--- src/rtl/cfg_bridge_pkg.sv ---
package cfg_bridge_pkg;
  typedef enum logic [1:0] {
    ST_IDLE,
    ST_REQ,
    ST_WAIT,
    ST_DONE
  } xact_st_e;
endpackage

--- src/rtl/cfg_sel_reg.sv ---
module cfg_sel_reg #(
  parameter int WORD_W = 32
) (
  input  logic              clk_i,
  input  logic              rst_ni,
  input  logic              wr_en_i,
  input  logic [WORD_W-1:0] wdata_i,
  output logic [WORD_W-1:0] sel_o
);
  always_ff @(posedge clk_i or negedge rst_ni) begin
    if (!rst_ni)      sel_o <= '0;
    else if (wr_en_i) sel_o <= wdata_i;
  end
endmodule

--- src/rtl/cfg_offset_len.sv ---
module cfg_offset_len #(
  parameter int SPACE_BYTES = 256,
  parameter int OFF_W       = 8,
  parameter int LEN_W       = 3
) (
  input  logic [OFF_W-1:0] base_off_i,
  input  logic [1:0]       port_addr_i,
  input  logic [LEN_W-1:0] req_len_i,
  output logic [OFF_W-1:0] eff_off_o,
  output logic [LEN_W-1:0] eff_len_o
);
  localparam int REM_W = OFF_W + 1;

  logic [REM_W-1:0] left;

  assign eff_off_o = base_off_i | OFF_W'(port_addr_i);
  assign left      = REM_W'(SPACE_BYTES) - {1'b0, eff_off_o};
  assign eff_len_o = (REM_W'(req_len_i) > left) ? LEN_W'(left) : req_len_i;
endmodule

--- src/rtl/cfg_xact_ctrl.sv ---
module cfg_xact_ctrl
  import cfg_bridge_pkg::*;
#(
  parameter int WORD_W = 32,
  parameter int OFF_W  = 8,
  parameter int LEN_W  = 3
) (
  input  logic              clk_i,
  input  logic              rst_ni,
  input  logic              cpu_req_i,
  input  logic              cpu_we_i,
  input  logic              cpu_sel_data_i,
  input  logic [1:0]        cpu_addr_i,
  input  logic [LEN_W-1:0]  cpu_len_i,
  input  logic [WORD_W-1:0] cpu_wdata_i,
  input  logic [WORD_W-1:0] sel_i,
  input  logic [OFF_W-1:0]  eff_off_i,
  input  logic [LEN_W-1:0]  eff_len_i,
  input  logic              tgt_present_i,
  input  logic              tgt_orphan_i,
  input  logic              dn_ready_i,
  input  logic              dn_rsp_valid_i,
  input  logic [WORD_W-1:0] dn_rdata_i,
  output logic              sel_wr_o,
  output logic              idle_o,
  output logic              cpu_ready_o,
  output logic [WORD_W-1:0] cpu_rdata_o,
  output logic              dn_valid_o,
  output logic              dn_we_o,
  output logic [OFF_W-1:0]  dn_off_o,
  output logic [LEN_W-1:0]  dn_len_o,
  output logic [WORD_W-1:0] dn_wdata_o
);
  localparam int NBYTES = WORD_W / 8;

  xact_st_e          st_q;
  logic [WORD_W-1:0] rdata_q;
  logic [WORD_W-1:0] rd_mask;
  logic              accept;
  logic              tgt_ok;

  assign accept   = (st_q == ST_IDLE) && cpu_req_i;
  assign tgt_ok   = sel_i[WORD_W-1] && tgt_present_i && !tgt_orphan_i;
  assign sel_wr_o = accept && !cpu_sel_data_i && cpu_we_i &&
                    (cpu_addr_i == 2'd0) && (cpu_len_i == LEN_W'(NBYTES));

  // keep byte b only when it lies below the clipped length
  for (genvar b = 0; b < NBYTES; b++) begin : g_mask
    assign rd_mask[b*8 +: 8] = {8{LEN_W'(b) < dn_len_o}};
  end

  always_ff @(posedge clk_i or negedge rst_ni) begin
    if (!rst_ni) begin
      st_q       <= ST_IDLE;
      rdata_q    <= '0;
      dn_we_o    <= 1'b0;
      dn_off_o   <= '0;
      dn_len_o   <= '0;
      dn_wdata_o <= '0;
    end else begin
      unique case (st_q)
        ST_IDLE: if (accept) begin
          if (!cpu_sel_data_i) begin
            rdata_q <= sel_i;
            st_q    <= ST_DONE;
          end else if (!tgt_ok) begin
            rdata_q <= '1;
            st_q    <= ST_DONE;
          end else begin
            dn_we_o    <= cpu_we_i;
            dn_off_o   <= eff_off_i;
            dn_len_o   <= eff_len_i;
            dn_wdata_o <= cpu_wdata_i;
            st_q       <= ST_REQ;
          end
        end
        ST_REQ: if (dn_ready_i) st_q <= ST_WAIT;
        ST_WAIT: if (dn_rsp_valid_i) begin
          if (!dn_we_o) rdata_q <= dn_rdata_i & rd_mask;
          st_q <= ST_DONE;
        end
        ST_DONE: st_q <= ST_IDLE;
        default: st_q <= ST_IDLE;
      endcase
    end
  end

  assign idle_o      = (st_q == ST_IDLE);
  assign cpu_ready_o = (st_q == ST_DONE);
  assign cpu_rdata_o = rdata_q;
  assign dn_valid_o  = (st_q == ST_REQ);
endmodule

--- src/rtl/cfg_port_bridge.sv ---
module cfg_port_bridge #(
  parameter int SPACE_BYTES = 256,
  parameter int WORD_W      = 32
) (
  input  logic              clk_i,
  input  logic              rst_ni,
  input  logic              cpu_req_i,
  input  logic              cpu_we_i,
  input  logic              cpu_sel_data_i,
  input  logic [1:0]        cpu_addr_i,
  input  logic [2:0]        cpu_len_i,
  input  logic [WORD_W-1:0] cpu_wdata_i,
  output logic              cpu_ready_o,
  output logic [WORD_W-1:0] cpu_rdata_o,
  output logic [7:0]        tgt_bus_o,
  output logic [7:0]        tgt_devfn_o,
  input  logic              tgt_present_i,
  input  logic              tgt_orphan_i,
  output logic              dn_valid_o,
  input  logic              dn_ready_i,
  output logic              dn_we_o,
  output logic [7:0]        dn_off_o,
  output logic [2:0]        dn_len_o,
  output logic [WORD_W-1:0] dn_wdata_o,
  input  logic              dn_rsp_valid_i,
  input  logic [WORD_W-1:0] dn_rdata_i
);
  localparam int OFF_W     = $clog2(SPACE_BYTES);
  localparam int LEN_W     = 3;
  localparam int DEVFN_LSB = 8;
  localparam int BUS_LSB   = 16;

  logic [WORD_W-1:0] sel_w;
  logic              sel_wr_w;
  logic              idle_w;
  logic [OFF_W-1:0]  eff_off_w;
  logic [LEN_W-1:0]  eff_len_w;

  assign tgt_bus_o   = sel_w[BUS_LSB +: 8];
  assign tgt_devfn_o = sel_w[DEVFN_LSB +: 8];

  cfg_sel_reg #(.WORD_W(WORD_W)) u_sel (
    .clk_i   (clk_i),
    .rst_ni  (rst_ni),
    .wr_en_i (sel_wr_w),
    .wdata_i (cpu_wdata_i),
    .sel_o   (sel_w)
  );

  cfg_offset_len #(.SPACE_BYTES(SPACE_BYTES), .OFF_W(OFF_W), .LEN_W(LEN_W)) u_offlen (
    .base_off_i  (sel_w[OFF_W-1:0]),
    .port_addr_i (cpu_addr_i),
    .req_len_i   (cpu_len_i),
    .eff_off_o   (eff_off_w),
    .eff_len_o   (eff_len_w)
  );

  cfg_xact_ctrl #(.WORD_W(WORD_W), .OFF_W(OFF_W), .LEN_W(LEN_W)) u_ctrl (
    .clk_i          (clk_i),
    .rst_ni         (rst_ni),
    .cpu_req_i      (cpu_req_i),
    .cpu_we_i       (cpu_we_i),
    .cpu_sel_data_i (cpu_sel_data_i),
    .cpu_addr_i     (cpu_addr_i),
    .cpu_len_i      (cpu_len_i),
    .cpu_wdata_i    (cpu_wdata_i),
    .sel_i          (sel_w),
    .eff_off_i      (eff_off_w),
    .eff_len_i      (eff_len_w),
    .tgt_present_i  (tgt_present_i),
    .tgt_orphan_i   (tgt_orphan_i),
    .dn_ready_i     (dn_ready_i),
    .dn_rsp_valid_i (dn_rsp_valid_i),
    .dn_rdata_i     (dn_rdata_i),
    .sel_wr_o       (sel_wr_w),
    .idle_o         (idle_w),
    .cpu_ready_o    (cpu_ready_o),
    .cpu_rdata_o    (cpu_rdata_o),
    .dn_valid_o     (dn_valid_o),
    .dn_we_o        (dn_we_o),
    .dn_off_o       (dn_off_o),
    .dn_len_o       (dn_len_o),
    .dn_wdata_o     (dn_wdata_o)
  );
endmodule

--- config.mk ---
export PLATFORM = sky130hd
export DESIGN_NAME = cfg_port_bridge
export DESIGN_NICKNAME = d
export VERILOG_FILES = /design/src/rtl/cfg_bridge_pkg.sv /design/src/rtl/cfg_sel_reg.sv /design/src/rtl/cfg_offset_len.sv /design/src/rtl/cfg_xact_ctrl.sv /design/src/rtl/cfg_port_bridge.sv
export SDC_FILE = /design/constraint.sdc
export NUM_CORES = 1
export LEC_CHECK = 0
export ABC_AREA = 1
export BUFFER_PORTS_ARGS = -buffer_cell sky130_fd_sc_hd__buf_4
export CAP_MARGIN = 20
export CORE_UTILIZATION = 30
export DETAILED_ROUTE_END_ITERATION = 8
export GPL_ROUTABILITY_DRIVEN = 0
export SYNTH_ARGS = -nofsm -noshare
export SYNTH_HDL_FRONTEND = slang
export SYNTH_SLANG_ARGS = --single-unit
--- constraint.sdc ---
create_clock -name clk_i -period 2.25 [get_ports clk_i]
set_input_delay 0.225 -clock clk_i [delete_from_list [all_inputs] [get_ports clk_i]]
set_output_delay 0.225 -clock clk_i [all_outputs]
set_load 0.03 [all_outputs]
==> impl_metrics.toml, run 1 <==
[worst_hold_path]
min_to = "u_ctrl.dn_wdata_o[25]"
min_path_cells = 3
hold_path.class = "in -> reg"
hold_start = "cpu_wdata_i[25]"

[final_layout]
nNetsFinal = 819
multi_input_area_sq_um = 1930
drive_gt1_share_pct = 31.7
fillers = 1744
seq_area_sq_um = 2750
syn_to_final_growth_pct = 33.9
antenna_cells = 0

[synthesis]
syn-num-nets = 669
ys_seq_area_share_pct = 53.2
synth_seq_cells = 110
syn_area_per_cell_sq_um = 8.89
syn-cell-area_sq_um = 5170
synth_warnings = 0
ys_types = 30
syn-instance-count = 582

[timing]
fin_crit_sh_pct = 93.7
setup-violations-final = 0
holdWs_ps = 134
slew_violations = 0
fmax_ghz = 0.474
worst_pin_slew_ps = 450
hold_viol_final = 0
slew_headroom_pct = 69.7
setup_ws_ps = 141
period_needed_ps = 2110
fin_skew_ps = 6.41

[global_routing]
grt_pass1_wl_mm = 22.9
grt_max_degree = 65
grt_pass1_vias = 4312
track_usage_pct = 16.6
antenna_found_initial = 0
overflow = 0

[clock_tree]
clockBufferDepth = 2
numCtsBuffers = 9
cts-htree-levels = 3
clock_sinks = 110
cts_root_buf = "clkbuf_16"
clock_latency_ps = 350
path_clk_slew_ps = 70
cts_tree = "done"

[drt]
totalWireLength_mm = 14.4
drc = 0
first_iter_violations = 330
postRouteAntennaNets = 0
vias_per_cell = 4.65
wl_per_cell_microns = 15.0
vias = 4448
first_pass_iters = 5

[worst_setup_path]
worstReg2RegEnd = "u_ctrl.dn_len_o[0]"
critPathMaxFanout = 4
reg2regPathDepth = 14
worst-setup-path-type = "reg -> reg"
crit_required_ps = 2490
reg2reg_from = "u_sel.sel_o[1]"
r2r_slack_ps = 140
start_kind = "register"
cp.arrival_ps = 2350
end_kind = "register"

[floorplan]
start_util_pct = 31.0
dieArea_sq_um = 17800
die_h_microns = 133
fp.coreArea_sq_um = 16700
ios = 172
fp.dieW_microns = 133
fp-row-count = 47

[placed_design]
dp_hpwl_mm = 10.6
numPortBuffers = 171
place_ws_ps = 194

[power_and_ir_drop]
peakVddDrop_mv = 0.470
p_leak_nw = 3.52
power_density_nw_per_um2 = 1060

[status]
outcome = "finished, final reports clean"

[flow_run]
maxCapViolCount = 0
## per-layer routing
metal | wire, microns | global-route usage, % | up-vias
met1 | 6730 | 23.1 | 2077
met4 | 189 | 5.62 | 0
li1 | - | - | 2208
met3 | 949 | 3.42 | 13
met5 | 0 | 0 | -
met2 | 6490 | 25.8 | 150
## synthesized netlist by cell type, drive strengths merged
cell type / count / share of area, %
ha: 9 / 2.2
or2: 1 / 0.12
xor2: 1 / 0.17
o211ai: 1 / 0.15
nand3: 29 / 2.8
o31ai: 18 / 2.6
nand4: 2 / 0.36
a211oi: 1 / 0.24
dfrtp: 110 / 53
o21ai: 86 / 9.3
nor3: 21 / 2.3
clkbuf: 16 / 1.2
a21oi: 32 / 3.1
nor4: 1 / 0.24
buf: 32 / 4.6
o21a: 8 / 1.2
nand2: 142 / 10
inv: 55 / 4.0
nor2: 17 / 1.9
## stage by stage
step | TNS, ps | total power [W] | std cells | utilization (%) | instance area [sq um]
5_1_grt | -141 | 0.00784 | 956 | 41.5 | 6920
2_1_floorplan | 0 | 0.00469 | 582 | - | 5170
3_3_place_gp | 0 | 0.00574 | 940 | 39.5 | 6600
6_report | 0 | 0.00735 | 956 | 41.5 | 6920
3_5_place_dp | 0 | 0.00577 | 940 | 39.5 | 6600
4_1_cts | 0 | 0.00742 | 956 | 41.4 | 6910
## cell type report
| type | count | share of cell area (%) |
|---|---|---|
| clock buffers | 11 | 3.51 |
| clock inverters | 4 | 0.813 |
| inverters | 55 | 2.98 |
| multi-input cells | 369 | 27.9 |
| flip-flops and latches | 110 | 39.8 |
| well taps | 220 | 3.98 |
| repair buffers | 187 | 21.0 |
## critical path: stages, from the launching register on
cell	delay, ps
dfrtp_1	420
nor2_4	160
ha_1	230
xor2_2	180
ha_1	280
a21oi_1	150
nand2_1	60
nand2_1	50
nor2_1	40
nand2_1	100
nor2_4	50
nand2_1	100
nand2_1	70
nand3_1	70
nand2_1	50
## sequential cells by signal (all words and copies together), names as in the netlist
register            cells
u_ctrl.st_q             2
u_ctrl.dn_len_o         3
u_ctrl.cpu_rdata_o     32
u_ctrl.dn_off_o         8
u_sel.sel_o            32
u_ctrl.dn_we_o          1
u_ctrl.dn_wdata_o      32
## report_power, final
group,switching [W],internal [W],total (W)
clock,0.000730,0.000897,0.00163
sequential,0.000229,0.00236,0.00259
combinational,0.00201,0.00112,0.00313
total,0.00296,0.00438,0.00735
## worst max-delay path by stage
| stage | from | endpoint | slack, ps | cells past startpoint |
|---|---|---|---|---|
| after floorplan | u_sel.sel_o[0] | u_ctrl.dn_len_o[2] | 270 | 14 |
| after global placement | u_sel.sel_o[1] | u_ctrl.dn_len_o[0] | 250 | 14 |
| after detailed placement | u_sel.sel_o[1] | u_ctrl.dn_len_o[0] | 190 | 13 |
| after CTS | u_sel.sel_o[1] | u_ctrl.dn_len_o[0] | 170 | 13 |
| after global routing | u_sel.sel_o[1] | u_ctrl.dn_len_o[0] | -50 | 14 |
| final | u_sel.sel_o[1] | u_ctrl.dn_len_o[0] | 140 | 14 |
## cells in the final DEF (no fill, tap or decap), types with 2 or more instances in the layout
cell and count:
a21oi_1 32, buf_12 4, buf_4 182, clkbuf_16 9, clkinvlp_4 2, dfrtp_1 110, ha_1 9, inv_1 49
inv_2 6, nand2_1 140, nand2_2 2, nand3_1 29, nor2_1 12, nor2_4 5, nor3_1 20, o21a_1 8
o21ai_0 33, o21ai_1 39, o21ai_2 14, o31ai_1 18
## cell families after synthesis
kind of cell / share of synthesized area [%]
AO/OA/AOI/OAI: 16.6
buffers and inverters: 9.77
XOR/XNOR: 0.169
AND/OR/NAND/NOR: 18.0
flip-flops: 53.2
adder cells (fa/ha/maj): 2.18
## repair_timing
action,4_1_cts,5_1_grt
buffers inserted,0,0
hold endpoints to repair,28,0
endpoints found under the setup margin,0,1
gates resized for setup,0,2
hold buffers,1,0
Note: power is estimated with default switching activity, not from simulation.
==> inputs of run 2 (changes only) <==
RECOVER_POWER = 50   (was default)
==> impl_metrics.toml, run 2 (synthesized netlist as in run 1, its figures left out) <==
[worst_setup_path]
reg2reg_from = "u_sel.sel_o[1]"
crit_required_ps = 2490
end_kind = "register"
reg2regPathDepth = 14
r2r_slack_ps = 140
critPathMaxFanout = 4
cp.arrival_ps = 2350
start_kind = "register"
worstReg2RegEnd = "u_ctrl.dn_len_o[0]"
worst-setup-path-type = "reg -> reg"

[power_and_ir_drop]
p_int_w = 0.00423
pwr-share-seq_pct = 36.0
combPwrFrac_pct = 41.3
p_sw_w = 0.00296
pwr-share-clk_pct = 22.7
power_density_nw_per_um2 = 1070
swShare_pct = 41.2
p_leak_nw = 3.32
peakVddDrop_mv = 0.460

[timing]
setup-violations-final = 0
fmax_ghz = 0.475
fin_crit_sh_pct = 93.6
worst_pin_slew_ps = 794
slew_violations = 0
period_needed_ps = 2110
fin_skew_ps = 6.34
slew_headroom_pct = 47.0
setup_ws_ps = 144
tns_ps = 0
hold_viol_final = 0

[final_layout]
seq_area_sq_um = 2750
fillers = 1790
mostFrequentLayoutCell = "nand2_1"
stdcell_count = 956
syn_to_final_growth_pct = 30.1
drive_gt1_share_pct = 25.3
multi_input_area_sq_um = 1930
antenna_cells = 0
layout_common_cells = "140 x nand2_1, 133 x buf_4, 110 x dfrtp_1, 49 x inv_1, 48 x clkbuf_1"
nNetsFinal = 819
fin_util_pct = 40.3

[clock_tree]
clock_latency_ps = 350
path_clk_slew_ps = 70
cts_root_buf = "clkbuf_16"
cts_tree = "done"
postCtsSetupBuffers = 0
numCtsBuffers = 9
clock_sinks = 110
cts-htree-levels = 3
clockBufferDepth = 2

[drt]
vias_per_cell = 4.62
vias = 4415
postRouteAntennaNets = 0
totalWireLength_mm = 14.4
first_iter_violations = 346
first_pass_iters = 5
drc = 0
wl_per_cell_microns = 15.0

[floorplan]
ios = 172
dieArea_sq_um = 17800
start_util_pct = 31.0
fp.coreArea_sq_um = 16700
die_h_microns = 133
fp-row-count = 47
fp.dieW_microns = 133

[global_routing]
grt_max_degree = 65
grt_pass1_wl_mm = 22.9
grt_pass1_vias = 4312
track_usage_pct = 16.6
overflow = 0
antenna_found_initial = 0

[worst_hold_path]
min_path_cells = 3
hold_path.class = "in -> reg"
hold_start = "cpu_wdata_i[25]"
min_to = "u_ctrl.dn_wdata_o[25]"

[placed_design]
numPortBuffers = 171
dp.cells = 940
place_ws_ps = 194
dp_hpwl_mm = 10.6

[flow_run]
maxCapViolCount = 0

[status]
outcome = "finished, final reports clean"
==> run 2: changes by cell type in the layout (fill, tap and decap cells not counted) <==
cell	before	now
clkbuf_1	1	48
clkbuf_4	0	1
buf_4	182	133
clkbuf_2	0	2
buf_12	4	3
==> run 2: how the worst max path moves through the flow <==
stage / endpoint / cells after the start / start / slack, ps
5_1_grt: u_ctrl.dn_len_o[0] / 14 / u_sel.sel_o[1] / -50
3_3_place_gp: u_ctrl.dn_len_o[0] / 14 / u_sel.sel_o[1] / 250
4_1_cts: u_ctrl.dn_len_o[0] / 13 / u_sel.sel_o[1] / 170
3_5_place_dp: u_ctrl.dn_len_o[0] / 13 / u_sel.sel_o[1] / 190
6_report: u_ctrl.dn_len_o[0] / 14 / u_sel.sel_o[1] / 140
2_1_floorplan: u_ctrl.dn_len_o[2] / 14 / u_sel.sel_o[0] / 270
==> run 2: layer usage <==
| layer | track usage, % | vias to the layer above | part of all wire [%] |
|---|---|---|---|
| li1 | - | 2208 | - |
| met1 | 23.1 | 2059 | 48 |
| met2 | 25.8 | 135 | 45 |
| met3 | 3.42 | 13 | 5.8 |
| met4 | 5.62 | 0 | 1.3 |
| met5 | 0 | - | 0 |
==> run 2: timing repair <==
item	4_1_cts	5_1_grt
endpoints found under the hold margin	28	0
resized for setup	0	2
endpoints found under the setup margin	0	1
hold buffers	1	0
==> run 2: layout make-up <==
cell class	instances	area share [%]
Multi-Input combinational cell	369	28.7
Clock inverter	4	0.837
Timing Repair Buffer	187	18.8
Tap cell	220	4.09
Sequential cell	110	40.9
Clock buffer	11	3.61
Inverter	55	3.07
==> run 2: stage by stage <==
stage | hold WS, ps | area, sq um | total power (W)
5_1_grt | 130 | 6730 | 0.00768
4_1_cts | 119 | 6910 | 0.00742
6_report | 136 | 6730 | 0.00719
3_3_place_gp | 195 | 6600 | 0.00574
2_1_floorplan | -70.6 | 5170 | 0.00469
3_5_place_dp | 200 | 6600 | 0.00577
==> run 2: power groups by stage <==
| stage | sequential (W) | clock (W) | combinational, W |
|---|---|---|---|
| finish | 0.00259 | 0.00163 | 0.00297 |
| global placement | 0.00262 | 0 | 0.00311 |
| global route | 0.00263 | 0.00176 | 0.00329 |
| floorplan | 0.00318 | 0 | 0.00151 |
| detailed placement | 0.00263 | 0 | 0.00314 |
| CTS | 0.00260 | 0.00168 | 0.00314 |
==> run 2: critical path: stages (launching register included) <==
cell and delay, ps:
dfrtp_1 420, nor2_4 160, ha_1 230, xor2_2 180, ha_1 280, a21oi_1 150, nand2_1 60, nand2_1 50
nor2_1 40, nand2_1 100, nor2_4 50, nand2_1 100, nand2_1 70, nand3_1 60, nand2_1 50
==> inputs of run 3 (changes only) <==
CTS_BUF_LIST = sky130_fd_sc_hd__clkbuf_8   (was default)
==> impl_metrics.toml, run 3 (synthesized netlist as in run 1, its figures left out) <==
[clock_tree]
cts-htree-levels = 3
clock_latency_ps = 380
path_clk_slew_ps = 100
cts_tree = "done"
numCtsBuffers = 9
clockBufferDepth = 2
cts_root_buf = "clkbuf_8"
clock_sinks = 110

[floorplan]
fp.dieW_microns = 133
start_util_pct = 31.0
dieArea_sq_um = 17800
ios = 172
die_h_microns = 133
fp-row-count = 47
fp.coreArea_sq_um = 16700

[worst_setup_path]
worst-setup-path-type = "reg -> reg"
cp.arrival_ps = 2380
reg2regPathDepth = 14
reg2reg_from = "u_sel.sel_o[1]"
critPathMaxFanout = 4
crit_required_ps = 2530
endpoint = "u_ctrl.dn_len_o[0]"
r2r_slack_ps = 150
worstReg2RegEnd = "u_ctrl.dn_len_o[0]"
cp-startpoint = "u_sel.sel_o[1]"
start_kind = "register"
end_kind = "register"

[final_layout]
layout_common_cells = "140 x nand2_1, 132 x buf_4, 110 x dfrtp_1, 50 x inv_1, 48 x clkbuf_1"
stdcell_count = 956
antenna_cells = 0
mostFrequentLayoutCell = "nand2_1"
nNetsFinal = 819
postLayoutCellArea_sq_um = 6630
drive_gt1_share_pct = 25.3
syn_to_final_growth_pct = 28.2

[power_and_ir_drop]
p_leak_nw = 3.28
power_density_nw_per_um2 = 1030
peakVddDrop_mv = 0.466

[placed_design]
dp.cells = 940
numPortBuffers = 171
dp_hpwl_mm = 10.6
post_dp_cell_area_sq_um = 6600
place_ws_ps = 194

[timing]
slew_headroom_pct = 46.5
setup-violations-final = 0
setup_ws_ps = 148
hold_viol_final = 0
tns_ps = 0
fin_crit_sh_pct = 93.4
worst_pin_slew_ps = 803
slew_violations = 0
period_needed_ps = 2100
fmax_ghz = 0.476
fin_skew_ps = 10.1

[global_routing]
grt_pass1_wl_mm = 22.9
grt_pass1_vias = 4303
antenna_found_initial = 0
grt_max_degree = 65
track_usage_pct = 16.6
overflow = 0

[drt]
drc = 0
vias_per_cell = 4.61
first_iter_violations = 292
postRouteAntennaNets = 0
first_pass_iters = 5
totalWireLength_mm = 14.4
wl_per_cell_microns = 15.0
vias = 4410

[worst_hold_path]
hold_path.class = "in -> reg"

[flow_run]
maxCapViolCount = 0

[status]
outcome = "finished, final reports clean"
-- run 3: worst min-delay path by stage --
stage	slack (ps)	to	cells past startpoint	start
global route	90	u_ctrl.dn_wdata_o[25]	3	cpu_wdata_i[25]
floorplan	-70	u_ctrl.cpu_rdata_o[0]	0	rst_ni
CTS	70	u_ctrl.dn_wdata_o[25]	3	cpu_wdata_i[25]
detailed placement	200	u_ctrl.cpu_rdata_o[20]	1	rst_ni
global placement	200	u_ctrl.cpu_rdata_o[20]	1	rst_ni
finish	100	u_ctrl.dn_wdata_o[25]	3	cpu_wdata_i[25]
-- run 3: what timing repair did --
action / in CTS / in global routing
buffers inserted: 0 / 0
endpoints found under the hold margin: 28 / 0
hold buffers: 1 / 0
setup endpoints to repair: 0 / 3
gates resized for setup: 0 / 3
-- run 3: through the flow --
stage | power [W] | util [%] | hold slack (ps)
after global routing | 0.00729 | 39.7 | 86.6
after CTS | 0.00702 | 40.8 | 70.3
final | 0.00680 | 39.7 | 100
after global placement | 0.00574 | 39.5 | 195
after floorplan | 0.00469 | - | -70.6
after detailed placement | 0.00577 | 39.5 | 200
-- run 3: report_power, final --
| group | leakage (nW) | switching (W) | total (W) | internal, W |
|---|---|---|---|---|
| combinational | 1.71 | 0.00201 | 0.00298 | 0.000977 |
| clock | 0.0977 | 0.000690 | 0.00123 | 0.000544 |
| sequential | 1.47 | 0.000226 | 0.00259 | 0.00236 |
-- run 3: final cells by class --
cell class / count / area (sq um)
multi-input combinational: 369 / 1940
clock buffer: 10 / 138
sequential: 110 / 2750
clock inverter: 5 / 60.1
inverter: 55 / 206
fill: 1796 / 10100
timing repair buffer: 187 / 1260
tap: 220 / 275
-- run 3: layer usage --
layer  track usage, %  vias up  share of wire [%]  wire length [microns]
li1                 -     2200                  -                      -
met1             23.2     2046                 47                   6790
met2             25.7      148                 45                   6420
met3             3.20       16                6.5                    932
met4             5.81        0                1.7                    239
met5                0        -                  0                      0
-- run 3: worst max-delay path, stage by stage (launching register included) --
cell and delay (ps):
dfrtp_1 430, nor2_4 160, ha_2 230, xor2_2 170, ha_1 280, a21oi_1 150, nand2_1 60, nand2_1 50
nor2_1 40, nand2_1 100, nor2_4 50, nand2_1 100, nand2_1 70, nand3_1 70, nand2_1 50
